## src/rtl/qpwm_pkg.sv

```systemverilog
package qpwm_pkg;
  typedef enum logic [1:0] {
    SLOT_PERIOD  = 2'd0,
    SLOT_DUTY_HI = 2'd1,
    SLOT_DUTY_FR = 2'd2,
    SLOT_CTRL    = 2'd3
  } slot_e;

  localparam int CTRL_RUN_BIT = 0;
  localparam int CTRL_CLR_BIT = 1;
endpackage

```

## src/rtl/qpwm_regs.sv

```systemverilog
module qpwm_regs
  import qpwm_pkg::*;
#(
  parameter int CNT_W = 8,
  parameter int PH_W  = 2,
  localparam int DUTY_W = CNT_W + PH_W
) (
  input  logic              clk,
  input  logic              rst,
  input  logic              wr_en,
  input  logic [1:0]        wr_addr,
  input  logic [CNT_W-1:0]  wr_data,
  input  logic              wrap,
  output logic [CNT_W-1:0]  per_hold,
  output logic [DUTY_W-1:0] duty_hold,
  output logic              run_q,
  output logic              run_nxt,
  output logic              irq_q
);
  logic [CNT_W-1:0] duty_hi_q;
  logic [PH_W-1:0]  duty_fr_q;
  logic             ctrl_wr;

  assign ctrl_wr   = wr_en && (slot_e'(wr_addr) == SLOT_CTRL);
  assign run_nxt   = ctrl_wr ? wr_data[CTRL_RUN_BIT] : run_q;
  assign duty_hold = {duty_hi_q, duty_fr_q};

  always_ff @(posedge clk) begin
    if (rst) begin
      per_hold  <= '0;
      duty_hi_q <= '0;
      duty_fr_q <= '0;
    end else if (wr_en) begin
      case (slot_e'(wr_addr))
        SLOT_PERIOD:  per_hold  <= wr_data;
        SLOT_DUTY_HI: duty_hi_q <= wr_data;
        SLOT_DUTY_FR: duty_fr_q <= wr_data[CNT_W-1 -: PH_W];
        default:      ;
      endcase
    end
  end

  always_ff @(posedge clk) begin
    if (rst) begin
      run_q <= 1'b0;
      irq_q <= 1'b0;
    end else begin
      run_q <= run_nxt;
      if (wrap)
        irq_q <= 1'b1;
      else if (ctrl_wr && wr_data[CTRL_CLR_BIT])
        irq_q <= 1'b0;
    end
  end
endmodule

```

## src/rtl/qpwm_timebase.sv

```systemverilog
module qpwm_timebase #(
  parameter int CNT_W = 8,
  parameter int PH_W  = 2,
  localparam int DUTY_W = CNT_W + PH_W
) (
  input  logic              clk,
  input  logic              rst,
  input  logic              run_q,
  input  logic [CNT_W-1:0]  per_hold,
  input  logic [DUTY_W-1:0] duty_hold,
  output logic [CNT_W-1:0]  tmr_q,
  output logic [PH_W-1:0]   ph_q,
  output logic [CNT_W-1:0]  per_act,
  output logic [DUTY_W-1:0] duty_act,
  output logic              wrap,
  output logic [DUTY_W-1:0] pos_nxt,
  output logic [DUTY_W-1:0] duty_nxt
);
  localparam logic [PH_W-1:0] PH_LAST = '1;

  logic [CNT_W-1:0] tmr_n;
  logic [PH_W-1:0]  ph_n;
  logic [CNT_W-1:0] per_n;

  always_comb begin
    wrap = run_q && (ph_q == PH_LAST) && (tmr_q == per_act);
    if (!run_q || wrap) begin
      tmr_n    = '0;
      ph_n     = '0;
      per_n    = per_hold;
      duty_nxt = duty_hold;
    end else begin
      per_n    = per_act;
      duty_nxt = duty_act;
      if (ph_q == PH_LAST) begin
        ph_n  = '0;
        tmr_n = tmr_q + 1'b1;
      end else begin
        ph_n  = ph_q + 1'b1;
        tmr_n = tmr_q;
      end
    end
    pos_nxt = {tmr_n, ph_n};
  end

  always_ff @(posedge clk) begin
    if (rst) begin
      tmr_q    <= '0;
      ph_q     <= '0;
      per_act  <= '0;
      duty_act <= '0;
    end else begin
      tmr_q    <= tmr_n;
      ph_q     <= ph_n;
      per_act  <= per_n;
      duty_act <= duty_nxt;
    end
  end
endmodule

```

## src/rtl/qpwm_compare.sv

```systemverilog
module qpwm_compare #(
  parameter int DUTY_W = 10
) (
  input  logic              clk,
  input  logic              rst,
  input  logic              run_nxt,
  input  logic [DUTY_W-1:0] pos_nxt,
  input  logic [DUTY_W-1:0] duty_nxt,
  output logic              pwm_q
);
  always_ff @(posedge clk) begin
    if (rst) pwm_q <= 1'b0;
    else     pwm_q <= run_nxt && (pos_nxt < duty_nxt);
  end
endmodule

```

## src/rtl/qpwm_gen.sv

```systemverilog
module qpwm_gen #(
  parameter int CNT_W = 8,
  parameter int PH_W  = 2
) (
  input  logic             clk,
  input  logic             rst,
  input  logic             wr_en,
  input  logic [1:0]       wr_addr,
  input  logic [CNT_W-1:0] wr_data,
  output logic             pwm_out,
  output logic             irq_flag
);
  localparam int DUTY_W = CNT_W + PH_W;

  logic [CNT_W-1:0]  per_hold, per_act, tmr_q;
  logic [DUTY_W-1:0] duty_hold, duty_act, pos_nxt, duty_nxt;
  logic [PH_W-1:0]   ph_q;
  logic              run_q, run_nxt, wrap;

  qpwm_regs #(.CNT_W(CNT_W), .PH_W(PH_W)) u_regs (
    .clk(clk), .rst(rst), .wr_en(wr_en), .wr_addr(wr_addr), .wr_data(wr_data),
    .wrap(wrap), .per_hold(per_hold), .duty_hold(duty_hold),
    .run_q(run_q), .run_nxt(run_nxt), .irq_q(irq_flag)
  );

  qpwm_timebase #(.CNT_W(CNT_W), .PH_W(PH_W)) u_tb (
    .clk(clk), .rst(rst), .run_q(run_q), .per_hold(per_hold), .duty_hold(duty_hold),
    .tmr_q(tmr_q), .ph_q(ph_q), .per_act(per_act), .duty_act(duty_act),
    .wrap(wrap), .pos_nxt(pos_nxt), .duty_nxt(duty_nxt)
  );

  qpwm_compare #(.DUTY_W(DUTY_W)) u_cmp (
    .clk(clk), .rst(rst), .run_nxt(run_nxt), .pos_nxt(pos_nxt),
    .duty_nxt(duty_nxt), .pwm_q(pwm_out)
  );
endmodule

```

## config.mk

```make
export PLATFORM = sky130hd
export DESIGN_NAME = qpwm_gen
export DESIGN_NICKNAME = d
export VERILOG_FILES = /design/src/rtl/qpwm_pkg.sv /design/src/rtl/qpwm_regs.sv /design/src/rtl/qpwm_timebase.sv /design/src/rtl/qpwm_compare.sv /design/src/rtl/qpwm_gen.sv
export SDC_FILE = /design/constraint.sdc
export NUM_CORES = 1
export LEC_CHECK = 0
export BUFFER_PORTS_ARGS = -buffer_cell sky130_fd_sc_hd__buf_4
export CELL_PAD_IN_SITES_DETAIL_PLACEMENT = 0
export CELL_PAD_IN_SITES_GLOBAL_PLACEMENT = 2
export CORE_UTILIZATION = 38
export DETAILED_ROUTE_END_ITERATION = 8
export PLACE_DENSITY_LB_ADDON = 0.3
export SKIP_LAST_GASP = 1
export SYNTH_ARGS = -nofsm -noshare
export SYNTH_HDL_FRONTEND = slang
export SYNTH_SLANG_ARGS = --single-unit
```

## constraint.sdc

```tcl
create_clock -name clk -period 3.2 [get_ports clk]
set_clock_uncertainty 0.05 [all_clocks]
set_input_delay 0.64 -clock clk [delete_from_list [all_inputs] [get_ports clk]]
set_output_delay 0.64 -clock clk [all_outputs]
set_load 0.02 [all_outputs]
```

==> results.sh <==
export IMPL_status="finished clean"
export IMPL_initial_core_util_pct=39.4
export IMPL_grt_pass1_vias=1363
export IMPL_layout_drive_gt1_share_pct=13.6
export IMPL_rsz0062_at_grt="no"
export IMPL_synth_seq_area_share_pct=45.2
export IMPL_finalHoldViolCount=0
export IMPL_synth_distinct_cells=31
export IMPL_yosys_warnings=0
export IMPL_syn_area_um2=2170
export IMPL_area_delta_synth_final_pct=10.9
export IMPL_dp_cells=299
export IMPL_path_clk_slew_ns=0.09
export IMPL_cp_arrival_ns=3.00
export IMPL_io_pins=15
export IMPL_cts_buffers=5
export IMPL_fillers=544
export IMPL_start_kind="flip-flop"
export IMPL_hold_path_class="reg -> reg"
export IMPL_grt_overflow=0
export IMPL_cts_tree="yes"
export IMPL_slew_viol_final=0
export IMPL_synth_nets=244
export IMPL_leakage_nw=1.12
export IMPL_vias=1480
export IMPL_period_minus_slack_ns=2.81
export IMPL_cts_path_max_buffers=2
export IMPL_worst_pin_slew_ns=0.665
export IMPL_drcViolationCount=0
export IMPL_final_cells=307
export IMPL_powerDensity_nw_per_um2=440
export IMPL_fp_row_count=27
export IMPL_grt_max_degree=49
export IMPL_hold_buffers=0
export IMPL_hpwl_um=3080
export IMPL_die_area_um2=6020
export IMPL_async_flop_share_pct=0
export IMPL_setup_tns_ns=0
export IMPL_cts_max_level=2
export IMPL_setup_ws_ns=0.385
export IMPL_first_pass_iters=4
export IMPL_die_h_um=77.6
export IMPL_portBuffers=14
export IMPL_ys_ff_latch=49
export IMPL_floorplan_core_area_um2=5510
export IMPL_clock_sinks=49
export IMPL_cts_resized=0
export IMPL_worstPathRequired_ns=3.38
export IMPL_die_w_um=77.6
export IMPL_crit_type="reg -> reg"
export IMPL_clkLatencyLatePin_ns=0.30
export IMPL_relSlewSlack_pct=55.5
export IMPL_end_kind="flip-flop"
export IMPL_drt_iter0_drc=76
export IMPL_vdd_drop_max_uv=201
export IMPL_grt_use_total_pct=15.5
export IMPL_diodes=0
export IMPL_fin_crit_sh_pct=88.0
export IMPL_syn_avg_cell_area_um2=9.87
export IMPL_routed_wirelength_um=4270
export IMPL_ant_nets=0
export IMPL_antenna_found_initial=0
export IMPL_viasPerCell=4.82
export IMPL_synth_edf_count=0
export IMPL_root_buffer="clkbuf_8"
export IMPL_place_ws_ns=0.384
export IMPL_fmax_ghz=0.355
export IMPL_synth_flop_cell="dfxtp_1"
export IMPL_wl_per_cell_um=13.9
export IMPL_cp_max_fo=15
export IMPL_cap_violations=0
export IMPL_cts_setup_buffers=0
export IMPL_finalSetupViolations=0
export IMPL_place_congestion=0.725
export IMPL_syn_inst=220
export IMPL_p_total_mw=1.06
export IMPL_grt_pass1_wl_um=6980
export IMPL_nNetsFinal=258
[state kept, by name (all words and copies together) (netlist names)]
name and count:
u_tb.duty_act 10, u_regs.duty_hi_q 8, u_regs.per_hold 8, u_tb.per_act 8
u_tb.tmr_q 8, u_regs.duty_fr_q 2, u_tb.ph_q 2, u_cmp.pwm_q 1
u_regs.irq_q 1, u_regs.run_q 1
[cell usage in the layout (no fill, tap or decap)]
| master | count |
|---|---|
| nor2_1 | 50 |
| dfxtp_1 | 49 |
| mux2i_1 | 37 |
| buf_4 | 19 |
| ha_1 | 11 |
| xor2_1 | 10 |
| nor3_1 | 10 |
| xnor2_1 | 5 |
| nand2_1 | 5 |
| a21oi_1 | 5 |
| clkbuf_8 | 5 |
| nand3_1 | 4 |
| inv_1 | 3 |
| nand4_1 | 3 |
| nand3b_1 | 2 |
| o21ai_0 | 2 |
| o2111ai_1 | 2 |
| clkinv_2 | 2 |
| and3_4 | 1 |
| nor4_2 | 1 |
| a31o_2 | 1 |
| and3_1 | 1 |
| nor3b_2 | 1 |
| nor3_2 | 1 |
| a211oi_1 | 1 |
| nor2b_1 | 1 |
| a41oi_2 | 1 |
| nor4_1 | 1 |
| clkbuf_1 | 1 |
[cells by family (layout without fill, tap and decap cells)]
logic type	Yosys count	in the layout	synth area share, %
compound gates	12	12	3.92
xor+xnor	15	15	6.05
fa+ha+maj	11	11	6.34
buf+inv	15	30	4.38
flops	49	49	45.2
mux	37	37	17.1
simple gates	81	81	17.1
[area by class of cell]
type | count | area, µm² | share of cell area [%]
Tap cell | 72 | 90.1 | 3.74
Multi-Input combinational cell | 156 | 1100 | 45.7
Timing Repair Buffer | 19 | 143 | 5.93
Clock inverter | 2 | 10.0 | 0.416
Clock buffer | 6 | 72.6 | 3.01
Sequential cell | 49 | 981 | 40.7
Inverter | 3 | 11.3 | 0.468
[path summary, 6_finish.rpt]
path                            start                      end  slack, ns  cells past startpoint
max          u_tb.tmr_q[0]$_SDFF_PP0_   u_cmp.pwm_q$_SDFF_PP0_       0.39                     11
min           u_tb.ph_q[0]$_SDFF_PP0_  u_tb.ph_q[0]$_SDFF_PP0_       0.41                      1
max reg2reg  u_tb.tmr_q[0]$_SDFF_PP0_   u_cmp.pwm_q$_SDFF_PP0_       0.39                     11
min reg2reg   u_tb.ph_q[0]$_SDFF_PP0_  u_tb.ph_q[0]$_SDFF_PP0_       0.41                      1
[stage by stage]
stage | util (%) | hold WS (ns) | cell area [µm²]
after detailed placement | 42.2 | 0.400 | 2320
after global placement | 42.2 | 0.400 | 2320
after global routing | 43.7 | 0.456 | 2410
after floorplan | - | 0.378 | 2170
final | 43.7 | 0.407 | 2410
after CTS | 43.7 | 0.414 | 2410
[worst max-delay path: stages (launching register included)]
cell and delay (ns):
dfxtp_1 0.43, xor2_1 0.11, nor4_2 0.32, a31o_2 0.21, buf_4 0.23, mux2i_1 0.27
ha_1 0.28, a21oi_1 0.17, nor2_1 0.06, a211oi_1 0.30, o2111ai_1 0.16, a41oi_2 0.17
[power by group]
| group | switching, mW | total [mW] | leakage [nW] | internal, mW |
|---|---|---|---|---|
| registers | 0.00762 | 0.630 | 0.397 | 0.623 |
| clock network | 0.198 | 0.350 | 0.0450 | 0.152 |
| logic | 0.0448 | 0.0800 | 0.678 | 0.0353 |
| total | 0.250 | 1.06 | 1.12 | 0.810 |
[synthesized netlist by cell type, types with 3 or more instances]
cell | count | area (µm²)
a21oi_1 | 5 | 25.0
nor2_1 | 50 | 188
nand2_1 | 5 | 18.8
ha_1 | 11 | 138
xor2_1 | 10 | 87.6
clkbuf_1 | 7 | 26.3
nor3_1 | 10 | 50.1
xnor2_1 | 5 | 43.8
inv_1 | 3 | 11.3
nand4_1 | 3 | 18.8
nand3_1 | 4 | 20.0
dfxtp_1 | 49 | 981
mux2i_1 | 37 | 370
[per-layer routing]
metal	track usage [%]	part of all wire, %
met5	0	0
met4	6.79	1.6
met3	2.94	2.5
met2	22.7	43
met1	21.8	53
(Power assumes the default switching activity.)
